===== src/rtl/lpbk_pkg.sv =====
`timescale 1ns/1ps
package lpbk_pkg;

  typedef enum logic [1:0] {
    LB_NONE = 2'd0,
    LB_NEAR = 2'd1,
    LB_FAR  = 2'd2
  } lb_mode_e;

  // Near-end request outranks far-end request.
  function automatic lb_mode_e pick_mode(input logic near_req, input logic far_req);
    if (near_req)     return LB_NEAR;
    else if (far_req) return LB_FAR;
    else              return LB_NONE;
  endfunction

  // Signal detect seen by the upper layers under each mode.
  function automatic logic sd_level(input lb_mode_e m, input logic raw);
    case (m)
      LB_NEAR: return 1'b1;
      LB_FAR:  return 1'b0;
      default: return raw;
    endcase
  endfunction

  // Driver is off only while looping locally.
  function automatic logic drv_level(input lb_mode_e m);
    return (m != LB_NEAR);
  endfunction

endpackage


===== src/rtl/lpbk_mode_ctrl.sv =====
`timescale 1ns/1ps
module lpbk_mode_ctrl
  import lpbk_pkg::*;
(
  input  logic     clk,
  input  logic     rst_n,
  input  logic     adv,
  input  logic     near_req,
  input  logic     far_req,
  output lb_mode_e mode_nxt,
  output lb_mode_e mode_q
);

  assign mode_nxt = pick_mode(near_req, far_req);

  always_ff @(posedge clk or negedge rst_n) begin
    if (!rst_n)   mode_q <= LB_NONE;
    else if (adv) mode_q <= mode_nxt;
  end

  // mode only moves on a symbol boundary
  assert_mode_hold_R8: assert property (@(posedge clk) disable iff (!rst_n)
    !adv |=> $stable(mode_q));

  // near-end wins when both are requested
  assert_near_prio_R7: assert property (@(posedge clk) disable iff (!rst_n)
    (adv && near_req) |=> (mode_q == LB_NEAR));

endmodule


===== src/rtl/lpbk_lane.sv =====
`timescale 1ns/1ps
module lpbk_lane #(
  parameter int          W        = 5,
  parameter logic [W-1:0] IDLE_SYM = '1
) (
  input  logic         clk,
  input  logic         rst_n,
  input  logic         adv,
  input  logic         take_alt,
  input  logic [W-1:0] main_sym,
  input  logic [W-1:0] alt_sym,
  output logic [W-1:0] q
);

  logic [W-1:0] pick;
  assign pick = take_alt ? alt_sym : main_sym;

  always_ff @(posedge clk or negedge rst_n) begin
    if (!rst_n)   q <= IDLE_SYM;
    else if (adv) q <= pick;
  end

  // lane holds between strobes
  assert_lane_hold_R9: assert property (@(posedge clk) disable iff (!rst_n)
    !adv |=> $stable(q));

endmodule


===== src/rtl/lpbk_line_ovr.sv =====
`timescale 1ns/1ps
module lpbk_line_ovr
  import lpbk_pkg::*;
(
  input  lb_mode_e mode,
  input  logic     sd_raw,
  output logic     sd_out,
  output logic     drv_en
);

  always_comb begin
    sd_out = sd_level(mode, sd_raw);
    drv_en = drv_level(mode);
  end

endmodule


===== src/rtl/phy_lpbk_ctrl.sv =====
`timescale 1ns/1ps
module phy_lpbk_ctrl
  import lpbk_pkg::*;
#(
  parameter int           SYM_W    = 5,
  parameter logic [SYM_W-1:0] IDLE_SYM = '1
) (
  input  logic             clk,
  input  logic             rst_n,
  input  logic             near_lb_en,
  input  logic             far_lb_en,
  input  logic             sym_adv,
  input  logic [SYM_W-1:0] tx_sym_in,
  input  logic [SYM_W-1:0] rx_sym_line,
  input  logic             sd_raw,
  output logic [SYM_W-1:0] rx_sym_out,
  output logic [SYM_W-1:0] tx_sym_out,
  output logic             sd_out,
  output logic             tx_drv_en
);

  localparam int NLANE    = 2;
  localparam int LANE_DEC = 0;   // toward the PCS decoder
  localparam int LANE_ENC = 1;   // toward the line encoder

  lb_mode_e mode_nxt, mode_q;

  // Named events for the assertions
  logic loop_near_evt, loop_far_evt;
  assign loop_near_evt = sym_adv && (mode_nxt == LB_NEAR);
  assign loop_far_evt  = sym_adv && (mode_nxt == LB_FAR);

  lpbk_mode_ctrl u_mode (
    .clk      (clk),
    .rst_n    (rst_n),
    .adv      (sym_adv),
    .near_req (near_lb_en),
    .far_req  (far_lb_en),
    .mode_nxt (mode_nxt),
    .mode_q   (mode_q)
  );

  logic [SYM_W-1:0] lane_main [NLANE];
  logic [SYM_W-1:0] lane_alt  [NLANE];
  logic [SYM_W-1:0] lane_q    [NLANE];
  logic             lane_sel  [NLANE];

  assign lane_main[LANE_DEC] = rx_sym_line;
  assign lane_alt [LANE_DEC] = tx_sym_in;
  assign lane_sel [LANE_DEC] = (mode_nxt == LB_NEAR);
  assign lane_main[LANE_ENC] = tx_sym_in;
  assign lane_alt [LANE_ENC] = rx_sym_line;
  assign lane_sel [LANE_ENC] = (mode_nxt == LB_FAR);

  for (genvar g = 0; g < NLANE; g++) begin : g_lane
    lpbk_lane #(.W(SYM_W), .IDLE_SYM(IDLE_SYM)) u_lane (
      .clk      (clk),
      .rst_n    (rst_n),
      .adv      (sym_adv),
      .take_alt (lane_sel[g]),
      .main_sym (lane_main[g]),
      .alt_sym  (lane_alt[g]),
      .q        (lane_q[g])
    );
  end

  assign rx_sym_out = lane_q[LANE_DEC];
  assign tx_sym_out = lane_q[LANE_ENC];

  lpbk_line_ovr u_ovr (
    .mode   (mode_q),
    .sd_raw (sd_raw),
    .sd_out (sd_out),
    .drv_en (tx_drv_en)
  );

  // transmit code group returns to the decoder
  assert_near_loop_R3: assert property (@(posedge clk) disable iff (!rst_n)
    loop_near_evt |=> (rx_sym_out == $past(tx_sym_in)));

  // local mode pins detect high and silences the driver
  assert_near_force_R4: assert property (@(posedge clk) disable iff (!rst_n)
    loop_near_evt |=> (sd_out && !tx_drv_en));

  // line symbols return to the encoder
  assert_far_loop_R5: assert property (@(posedge clk) disable iff (!rst_n)
    loop_far_evt |=> (tx_sym_out == $past(rx_sym_line)));

  // remote mode pins detect low, driver stays on
  assert_far_force_R6: assert property (@(posedge clk) disable iff (!rst_n)
    loop_far_evt |=> (!sd_out && tx_drv_en));

  // pass-through routing
  assert_normal_path_R2: assert property (@(posedge clk) disable iff (!rst_n)
    (sym_adv && !near_lb_en && !far_lb_en) |=>
      (rx_sym_out == $past(rx_sym_line)) && (tx_sym_out == $past(tx_sym_in)));

endmodule


===== config.mk =====
export PLATFORM = sky130hd
export DESIGN_NAME = phy_lpbk_ctrl
export DESIGN_NICKNAME = d
export VERILOG_FILES = /design/src/rtl/lpbk_pkg.sv /design/src/rtl/lpbk_mode_ctrl.sv /design/src/rtl/lpbk_lane.sv /design/src/rtl/lpbk_line_ovr.sv /design/src/rtl/phy_lpbk_ctrl.sv
export SDC_FILE = /design/constraint.sdc
export NUM_CORES = 1
export LEC_CHECK = 0
export BUFFER_PORTS_ARGS = -buffer_cell sky130_fd_sc_hd__buf_2
export CAP_MARGIN = 40
export CORE_MARGIN = 2
export CORE_UTILIZATION = 47
export CTS_BUF_LIST = sky130_fd_sc_hd__clkbuf_8
export DETAILED_ROUTE_END_ITERATION = 7
export GPL_TIMING_DRIVEN = 0
export PLACE_DENSITY = 0.79
export SLEW_MARGIN = 20
export SYNTH_ARGS = -nofsm -noshare
export SYNTH_HDL_FRONTEND = slang
export SYNTH_SLANG_ARGS = --single-unit

===== constraint.sdc =====
create_clock -name clk -period 1.3 [get_ports clk]
set_clock_uncertainty 0.1 [all_clocks]
set_input_delay 0.13 -clock clk [delete_from_list [all_inputs] [get_ports clk]]
set_output_delay 0.13 -clock clk [all_outputs]
set_load 0.05 [all_outputs]

==> results list, run 1 <==
- For this run, global-route usage on met3 was measured as 3.261%.
- Once detail routing completed, the nets flagged for antenna violations numbered 0.
- # diodes: 0
* Pre-antenna DRT Iters: 4
- Sequential cell area: around 310 µm²
- Critical path arrival: 1390 ps
* Post-synth cell types: 14
* Avg Vias per Cell: 4.953
- WHS Endpoint: g_lane[1].u_lane.q[0]$_DFFE_PN1P_
- Synthesis produced a netlist whose cell count is 59.
- Share of layout cells above drive strength 1: 57.14%
- Post-Route WL: 1320 µm
- Number of synthesized register bits: 12
- R2r endpoint: u_mode.mode_q[0]$_DFFE_PN0P_
- Total number of placement rows: 13
- At the end of routability-driven placement, the weighted congestion stood at 0.7649.
- met2 is the most crowded layer.
- Util after Layout: between 60% and 70%
- The worst path uses 124.7% of the clock period.
* Total global-route track usage: a little under a fifth
* DRC errors left: 0
- Worst-margin pin slew: 254.1 ps
* Number of maximum-capacitance constraint violations: 0
- Count of input and output buffers: 26
- The multi-input combinational cells in the finished layout cover a total of around 310 µm².
- Unrepaired setup endpoints after global routing: true
- The number of nets handed over by synthesis was 77.
- Synth area leaders: dfstp_2 41%, dfrtp_1 7.8%, mux2i_1 7.8%
- EDFF count, synth: 0
- Failing checks: negative setup slack
- Internal power comes to 0.7828 mW.
- Core area: 1285 µm²
- Vias post-DR: 525
- Each instance of the synthesized netlist takes up on average about 11 µm².
- Met1 demand-to-capacity share in global routing: between 20% and 30%
* Pin count of the biggest net entering global routing: 13
* Total leakage power: ~0.42 nW
* Final number of setup-violating endpoints: 1
- Switch Pwr: 0.4110 mW
* Vias in the first global route: ~500
- Max-slew headroom at the worst pin: between 80 and 90%
- Of all flip-flops after synthesis, the portion carrying an async set or reset was between 90% and 100%.
- For the finished layout, the period the worst path requires is 1620 ps.
* Insertion delay of the later-clocked pin in the worst-skew pair: 240 ps
- Compared with the post-synthesis result, the final layout area differs by 38.83%.
- Inserted Clock Buffers: 3
* Global-route wire length before repair: 2014 µm
* Count of fill cells added during filler insertion: 106
- Fin nets: 110
- The number of antenna violations at the first check in global routing was 0.
- Switching power share of the total: 34.43%
- During synthesis, Yosys emitted a total of 0 warnings.
- Starting density of the core: between 50% and 60%
- Sequential element share of the synthesized area: 48.54%
* Portion of total power attributed to the clock network: 29.0%
- For this run, global-route usage on met2 was measured as about a third.
- Top cell type's share of synthesized area: 40.78%
- Measured in cells, the most critical reg-to-reg path has a length of 2.
- # H-tree levels: 1
- The worst setup path is launched from a register.
* DRT iter0 DRCs: 5
- Max-slew violation total from the final report: 0
* Peak VDD IR: 0.7196 mV
* Outcome: complete, but fails checks
- Pin placement for this block handled 28 I/O pins.
- In this run the most critical hold path is launched from tx_sym_in[0].
- The die covers roughly 1700 µm².
* Root buffer cell: clkbuf_8
* Path category of the worst min-delay check: input pin to register
- R2R setup slack: 280 ps
* Final worst-path setup slack: -320.5 ps
- Reg-to-reg critical path startpoint: u_mode.mode_q[0]$_DFFE_PN0P_
- Sequential cells account for 38.5% of the total power.
- After synthesis the cells add up to 644.4 µm².
- Derived from the worst setup path, the maximum achievable clock frequency is 0.6171 GHz.
- Count leader, synth: dfstp_2
- Adding up every negative setup slack in the final design gives -320.5 ps.
* Combinational group share of total power: between 30% and 40%
- WHS Path Cells: 3
* Routed wire length per instance: ~12 µm
- Power spread over the standard cell area amounts to 1334 nW/µm².
- The most used flip-flop cell after synthesis is dfstp_2.
- TritonCTS clock tree: yes
- The final count of hold timing violations came to 0.
* Type of the worst setup path: register to output pin
- Required arrival time at the worst endpoint: 1070 ps
- Crit Path Max Fanout: 2
* Total congestion overflow: 0
* Library cell occupying the most area in the post-synthesis netlist: dfstp_2
- Detail Placement HPWL: 975.2 µm
- CTS saw 12 sinks.
- The die is 41.03 µm tall.
- The clock passes through at most 2 buffers.
* Horizontal die dimension: about 40 µm
* Clock-pin slew reported for the worst setup and hold paths after clock tree synthesis: about 50 ps
- Endpoint class of the critical path: output pin
registers in the layout, summed over array words and instances (netlist names):
name             flops
g_lane.u_lane.q     10
u_mode.mode_q        2
power by group through the flow:
stage	registers, mW	logic (mW)	clock network, mW
2_1_floorplan	0.593	0.134	0
3_3_place_gp	0.461	0.345	0
3_5_place_dp	0.464	0.349	0
4_1_cts	0.460	0.384	0.350
5_1_grt	0.467	0.414	0.362
6_report	0.459	0.388	0.347
worst max path at each step:
| stage | start | slack (ps) | cells past startpoint | to |
|---|---|---|---|---|
| after floorplan | u_mode.mode_q[0]$_DFFE_PN0P_ | 10 | 2 | sd_out |
| after global placement | u_mode.mode_q[0]$_DFFE_PN0P_ | -120 | 3 | sd_out |
| after detailed placement | u_mode.mode_q[0]$_DFFE_PN0P_ | -130 | 3 | sd_out |
| after CTS | u_mode.mode_q[0]$_DFFE_PN0P_ | -320 | 3 | sd_out |
| after global routing | u_mode.mode_q[0]$_DFFE_PN0P_ | -350 | 3 | sd_out |
| final | u_mode.mode_q[0]$_DFFE_PN0P_ | -320 | 3 | sd_out |
final cells by class:
| cell class | instances | share of cell area, % |
|---|---|---|
| clock inverter | 1 | 0.4196 |
| clock buffer | 3 | 4.615 |
| inverter | 2 | 0.8392 |
| multi-input combinational | 41 | 34.97 |
| buffer | 4 | 3.357 |
| sequential | 12 | 34.97 |
| tap | 15 | 2.098 |
| timing repair buffer | 28 | 18.74 |
logic make-up after synthesis:
kind of cell               after synthesis  synth area share, %
muxes                                    8                13.01
buffers and inverters                    6                5.826
adders and majority gates                2                3.883
and+or+nand+nor                         21                19.03
AOI/OAI and AO/OA                       10                9.709
DFF                                     12                48.54
cell usage in the layout (no fill, tap or decap), drive strengths merged:
| cell type | n |
|---|---|
| buf | 31 |
| dfstp | 10 |
| nand2 | 5 |
| nand4b | 5 |
| nand2b | 5 |
| o211ai | 5 |
| mux2i | 5 |
| nor2 | 5 |
| a21oi | 5 |
| clkbuf | 3 |
| inv | 3 |
| mux2 | 3 |
| dfrtp | 2 |
| ha | 2 |
| and2b | 1 |
| dlygate4sd3 | 1 |
stage by stage:
step	cell area [µm²]	instances	hold slack [ps]	setup slack (ps)	power, mW
after CTS	890.9	106	25.18	-322.1	1.194
after global placement	797.0	100	-89.73	-116.8	0.8061
after floorplan	648.1	59	-265.6	12.21	0.7267
after global routing	894.6	106	40.93	-348.8	1.243
after detailed placement	797.0	100	-85.85	-130.3	0.8131
final	894.6	106	22.97	-320.5	1.194
critical path, stage by stage (launching register included):
cell and delay [ps]:
dfrtp_1 410, ha_4 280, mux2_4 300, buf_8 150
layer usage:
metal / vias to the layer above / part of all wire (%)
li1: 270 / -
met3: 4 / 4.3
met4: 0 / 1.1
met5: - / 0
met2: 13 / 50
met1: 238 / 45
timing repair:
action,in CTS,in global routing
endpoints found under the hold margin,12,0
setup endpoints to repair,2,2
pin swaps,1,0
hold buffers,1,0
gates resized for setup,8,2
cloned,0,0
buffers inserted,1,0
Note: power is estimated with default switching activity, not from simulation.
==> run 2: changes to the inputs <==
==> constraint.sdc (replaced) <==
create_clock -name clk -period 1.3 [get_ports clk]
set_clock_uncertainty 0.1 [all_clocks]
set_input_delay 0.26 -clock clk [delete_from_list [all_inputs] [get_ports clk]]
set_output_delay 0.26 -clock clk [all_outputs]
set_load 0.05 [all_outputs]
==> run 2 against run 1 <==
Net effect: the run still ends with negative setup slack left; critical path type unchanged; non-clock buffer count did not move; global-route usage rose by 1.2 points; maximum frequency fell by 6.9%; combinational power rose by 19%; worst hold slack improved by 140 ps; register-to-register slack barely moved; power rose by 12%; largest cell class unchanged.
==> results list, run 2 (same netlist as run 1, synthesis figures left out) <==
- Max-slew headroom at the worst pin: 82.59% (-0.47 points)
* Unrepaired setup endpoints after global routing: true
- Area Growth Syn to Fin: 56.51%
* DRT iter0 DRCs: 3 (-2)
- Total design power: 1.337 mW (+12%)
- Vias post-DR: 555 (+5.7%)
- Final worst-path setup slack: -440.3 ps (-119.8 ps)
- The detail-routed net length per standard cell was 12.91 µm (+3.6%).
- Maximum clock rate: 0.5746 GHz (-6.9%)
* Met2 GRT Util: 33.59% (unchanged)
- Detail Placement HPWL: 989.3 µm (+1.4%)
- The floorplan die width was 41.03 µm (unchanged).
* Global-route wire length before repair: 2139 µm (+6.2%)
- WHS Endpoint: g_lane[1].u_lane.q[1]$_DFFE_PN1P_
- The final count of hold timing violations was 0 (unchanged).
- The post-detailed-route count of antenna-violating nets came to 0 (unchanged).
- WHS Path Cells: 3 (unchanged)
- Biggest regs: g_lane.u_lane.q (10), u_mode.mode_q (2)
- Reg-to-reg critical path startpoint: u_mode.mode_q[0]$_DFFE_PN0P_
* Bufs on Longest Clock Path: 2 (unchanged)
* Vert. Die Dim: 41.03 µm (unchanged)
- The final design instance area without fill was 1008 µm² (+13%).
- The number of nets in the finished design came to 110 (unchanged).
* Routing layer with the top usage in global route: met2
- Path category of the worst min-delay check: input pin to register
* Commonest cells after routing, fill and taps aside: 14 x buf_2, 12 x buf_8, 10 x dfstp_2
* Pwr Density: 1326 nW/µm² (-0.65%)
* Final cell count without fillers: 106 (unchanged)
* Root buffer cell: clkbuf_8
- Crit path time final: 1740 ps (+119.8 ps)
* Share of layout cells above drive strength 1: 58.24% (+1.1 points)
- In this run the worst setup path begins at u_mode.mode_q[0]$_DFFE_PN0P_.
- Post-Route WL: 1368 µm (+3.6%)
- Number of placed I/O pins: 28 (unchanged)
* # H-tree levels: 1 (unchanged)
- Peak VDD IR: 0.7870 mV (+9.4%)
- Required arrival time at the worst endpoint: 940 ps (-130 ps)
- The worst setup path is captured at an output pin.
- Total congestion overflow: 0 (unchanged)
- The final weighted congestion in routability-driven placement is 0.7921 (+3.6%).
- The final hold slack came to 159.2 ps (+136.2 ps).
- The count of endpoints failing setup in the final report came to 2 (+1).
- The minimum setup slack among reg-to-reg paths came to 290 ps (about the same).
- Worst-margin pin slew: 261.1 ps (+6.996 ps)
* Total global-route track usage: 20.30% (+1.2 points)
- The total die area was 1683 µm² (unchanged).
- The run finished, with violations left.
- The antenna diode count came to 0 (unchanged).
- Total number of placement rows: 13 (unchanged)
- Initial antenna violation count: 0 (unchanged)
- Util after Layout: 78.48% (+8.9 points)
- The total clock buffers created by CTS was 3 (unchanged).
* Type of the worst setup path: register to output pin
- Insertion delay of the later-clocked pin in the worst-skew pair: 240 ps (about the same)
* HP Start: tx_sym_in[1]
* Clock Sink Count: 12 (unchanged)
- Starting density of the core: 50.15% (unchanged)
- The clock slew at the register clock pins of the worst setup and hold paths is 50 ps (about the same).
* Vias in the first global route: 505 (-0.59%)
* Count of input and output buffers: 26 (unchanged)
* Placed Cells: 100 (unchanged)
- Met1 demand-to-capacity share in global routing: 24.23% (+2.6 points)
* Avg Vias per Cell: 5.236 (+5.7%)
* Most frequent standard cell in the layout excluding fill and tap cells: buf_2
- The largest fanout on the critical path was 2 (unchanged).
- More flip-flops sit in one register than any other, and that register is g_lane.u_lane.q.
* Core area: 1285 µm² (unchanged)
- The final number of max-transition violations is 0 (unchanged).
- TritonCTS built the clock tree.
- The met3 track demand over resource in global routing is 4.891% (+1.6 points).
- R2r endpoint: u_mode.mode_q[0]$_DFFE_PN0P_
- The logic depth of the worst register-to-register path came to 2 (unchanged).
- The static leakage was 0.4529 nW (+9.1%).
- Pre-antenna DRT Iters: 4 (unchanged)
- Sort of element at the start of the critical path: register
- Pin count of the biggest net entering global routing: 13 (unchanged)
- Number of maximum-capacitance constraint violations: 0 (unchanged)
- The post-route DRC violation count came to 0 (unchanged).
- The worst endpoint data arrival time came to 1380 ps (about the same).
* Cell area after placement: 797.0 µm² (unchanged)
- Number of flip-flops in the largest register: 10 (unchanged)
- Failing checks: negative setup slack
* Final clock period utilization by the worst path: 133.9% (+9.2 points)
-- run 2: through the flow --
stage          setup WS (ps)  setup TNS [ps]
3_5_place_dp          -253.7          -253.7
6_report              -440.3          -504.6
2_1_floorplan         -102.7          -102.7
3_3_place_gp          -239.9          -239.9
4_1_cts               -439.5          -511.7
5_1_grt               -480.1          -653.3
-- run 2: power breakdown --
group	switching, mW	leakage, nW	total (mW)	internal, mW
combinational	0.252	0.294	0.460	0.208
clock	0.133	0.0288	0.400	0.267
sequential	0.0364	0.130	0.477	0.441
total	0.422	0.453	1.34	0.916
-- run 2: cell type report --
class,instances,area [µm²]
Buffer,4,30.03
Sequential cell,12,312.8
Inverter,2,7.507
Multi-Input combinational cell,41,312.8
Fill cell,79,276.5
Timing Repair Buffer,28,271.5
Clock buffer,4,55.05
Tap cell,15,18.77
-- run 2: timing repair --
action,4_1_cts,5_1_grt
setup buffers,1,0
hold endpoints to repair,2,0
hold buffers,1,0
pin swaps,1,1
setup endpoints to repair,12,12
gates resized for setup,31,10
-- run 2: worst max-delay path by stage --
stage,end,slack [ps],cells past startpoint
after global placement,sd_out,-240,4
after floorplan,sd_out,-100,3
after CTS,sd_out,-440,3
after global routing,sd_out,-480,3
final,sd_out,-440,3
after detailed placement,sd_out,-250,4
-- run 2: layer usage --
metal  share of wire [%]  vias up
li1                    -      270
met4                0.95        0
met2                  55       24
met5                   0        -
met3                 4.2        2
met1                  40      259
-- run 2: worst max-delay path, cell delays in order, from the launching register on --
cell and delay [ps]:
dfrtp_1 410, ha_4 280, mux2_4 300, buf_8 150
==> run 3: changes to the inputs <==
- RECOVER_POWER: unset -> 25
==> run 3 against run 2 <==
Net effect: largest cell class unchanged; critical endpoint unchanged; highest routed layer unchanged; worst setup slack unchanged; the run still ends with negative setup slack left; routed wire length grew 0.15%; clock-buffer cell count stayed put; register-to-register slack is essentially flat; critical path type unchanged; sequential power is essentially flat; non-clock buffer count is the same; combinational power hardly changed.
==> results list, run 3 (same netlist as run 1, synthesis figures left out) <==
* Outcome: complete, but fails checks
* Failing checks: negative setup slack
- Area of the die: 1683 µm² (unchanged)
- The count of endpoints failing setup in the final report came to 2 (unchanged).
* Post-Route WL: 1370 µm (+0.15%)
* # diodes: 0 (unchanged)
* Total design power: 1.337 mW (about the same)
- DRT iter0 DRCs: 3 (unchanged)
* Global-route wire length before repair: 2139 µm (unchanged)
* Core area: 1285 µm² (unchanged)
* Pre-antenna DRT Iters: 4 (unchanged)
- Vias in the first global route: 505 (unchanged)
- Peak VDD IR: 0.7870 mV (about the same)
- Root buffer cell: clkbuf_8
- Clock Sink Count: 12 (unchanged)
- Worst hold slack: 159.2 ps (unchanged)
* Type of the worst setup path: register to output pin
- The final-layout fill cell count was 78 (-1.3%).
* Pwr Density: 1327 nW/µm² (about the same)
- The post-detailed-route count of antenna-violating nets is 0 (unchanged).
* Worst-margin pin slew: 624.8 ps (+363.7 ps)
* Portion of total power attributed to the clock network: 29.9% (about the same)
* Reg-to-reg critical path startpoint: u_mode.mode_q[0]$_DFFE_PN0P_
* Sequential group share of total power: 35.7% (about the same)
- Sort of element at the start of the critical path: register
- The worst path required time is 940 ps (about the same).
* Maximum clock rate: 0.5746 GHz (unchanged)
* Avg Vias per Cell: 5.236 (unchanged)
- Path category of the worst min-delay check: input pin to register
- In the layout the commonest cells are 13 x buf_2, 12 x buf_8, 10 x dfstp_2.
* Final TNS setup: -504.6 ps (-0.001000 ps)
- Insertion delay of the later-clocked pin in the worst-skew pair: 230 ps (about the same)
- Initial antenna violation count: 0 (unchanged)
- Crit path time final: 1740 ps (unchanged)
- Horizontal die dimension: 41.03 µm (unchanged)
- Max-slew headroom at the worst pin: 58.35% (-24 points)
- Number of flip-flops in the largest register: 10 (unchanged)
* DRC errors left: 0 (unchanged)
- Fin nets: 110 (unchanged)
* HP Start: tx_sym_in[1]
* Pin count of the biggest net entering global routing: 13 (unchanged)
- The y dimension of the die came to 41.03 µm (unchanged).
- The global route total overflow is 0 (unchanged).
- Critical path arrival: 1380 ps (about the same)
- TritonCTS built the clock tree.
- The switching portion of total power is 31.54% (about the same).
- Share of layout cells above drive strength 1: 57.14% (-1.1 points)
- Final RePlAce weighted congestion: 0.7921 (unchanged)
- The I/O pin count came to 28 (unchanged).
- The critical path starts at u_mode.mode_q[0]$_DFFE_PN0P_.
- Combinational group share of total power: 34.4% (about the same)
- The portion of the clock cycle consumed by the worst path in the final layout was 133.9% (unchanged).
- Biggest regs: g_lane.u_lane.q (10), u_mode.mode_q (2)
* Endpoint class of the critical path: output pin
- # H-tree levels: 1 (unchanged)
- Area Growth Syn to Fin: 56.31%
- Detail Placement HPWL: 989.3 µm (unchanged)
- The number of buffers between clock root and the deepest sink came to 2 (unchanged).
- Setup repair after global routing could not meet its margin everywhere.
- The detail-routed net length per standard cell is 12.92 µm (+0.15%).
- Internal power summed over all cells: 0.9151 mW (about the same)
- Vias post-DR: 555 (unchanged)
- The library cell used most frequently in the layout, excluding fill and tap cells, is buf_2.
- Top register by number of flip-flops: g_lane.u_lane.q
* Total global-route track usage: 20.30% (unchanged)
- The post-route worst setup slack is -440.3 ps (unchanged).
- The clock slew at the register clock pins of the worst setup and hold paths was 50 ps (about the same).
* Total leakage power: 0.4501 nW (-0.61%)
- Number of maximum-capacitance constraint violations: 0 (unchanged)
* Count of final hold-check violations: 0 (unchanged)
* Count of input and output buffers: 26 (unchanged)
- Switch Pwr: 0.4216 mW (about the same)
* Total number of placement rows: 13 (unchanged)
- The largest fanout on the critical path is 2 (unchanged).
- Starting density of the core: 50.15% (unchanged)
- Max-slew violation total from the final report: 0 (unchanged)
- Inserted Clock Buffers: 3 (unchanged)
## run 3: changes by cell type in the layout (fill, tap and decap cells not counted), sizes merged
cell    change
buf         -1
clkbuf      +1
## run 3: layout make-up
cell class	instances	area, µm²	share of cell area [%]
well taps	15	18.77	1.863
repair buffers	28	270.3	26.83
plain buffers	4	30.03	2.981
clock buffers	4	55.05	5.466
flip-flops and latches	12	312.8	31.06
multi-input cells	41	312.8	31.06
inverters	2	7.507	0.7453
## run 3: repair_timing
| action | 4_1_cts | 5_1_grt |
|---|---|---|
| hold buffers | 1 | 0 |
| hold endpoints to repair | 2 | 0 |
| setup endpoints to repair | 12 | 12 |
| pin swaps | 1 | 1 |
| gates resized for setup | 31 | 10 |
| cloned | 0 | 0 |
| buffers inserted | 1 | 0 |
## run 3: power by group through the flow
stage | combinational (mW) | sequential (mW) | clock (mW)
after CTS | 0.432 | 0.471 | 0.405
after floorplan | 0.134 | 0.593 | 0
after global placement | 0.345 | 0.461 | 0
after detailed placement | 0.349 | 0.464 | 0
final | 0.459 | 0.477 | 0.400
after global routing | 0.489 | 0.483 | 0.426
## run 3: worst paths after layout
| check | to | slack, ps | cells after the start |
|---|---|---|---|
| min reg2reg | g_lane[0].u_lane.q[4]$_DFFE_PN1P_ | 400 | 2 |
| min in group asynchronous | u_mode.mode_q[0]$_DFFE_PN0P_ | 450 | 2 |
| max reg2reg | u_mode.mode_q[0]$_DFFE_PN0P_ | 290 | 2 |
| max | sd_out | -440 | 3 |
| min | g_lane[1].u_lane.q[1]$_DFFE_PN1P_ | 160 | 3 |
| max in group asynchronous | u_mode.mode_q[1]$_DFFE_PN0P_ | 250 | 2 |
## run 3: through the flow
step	setup WS [ps]	std cells	cell area [µm²]	utilization [%]
5_1_grt	-480.1	106	1007	78.38
6_report	-440.3	106	1007	78.38
2_1_floorplan	-102.7	59	648.1	-
4_1_cts	-439.5	106	970.9	75.56
3_3_place_gp	-239.9	100	797.0	62.03
3_5_place_dp	-253.7	100	797.0	62.03
## run 3: metal layers
metal	vias to the layer above	global-route usage [%]	share of wire, %
met3	2	4.891	4.2
met1	259	24.23	40
li1	270	-	-
met2	24	33.59	54
met5	-	0	0
met4	0	10.00	0.95
## run 3: critical path: stages, from the launching register on
cell and delay [ps]:
dfrtp_1 410, ha_4 280, mux2_4 300, buf_8 150
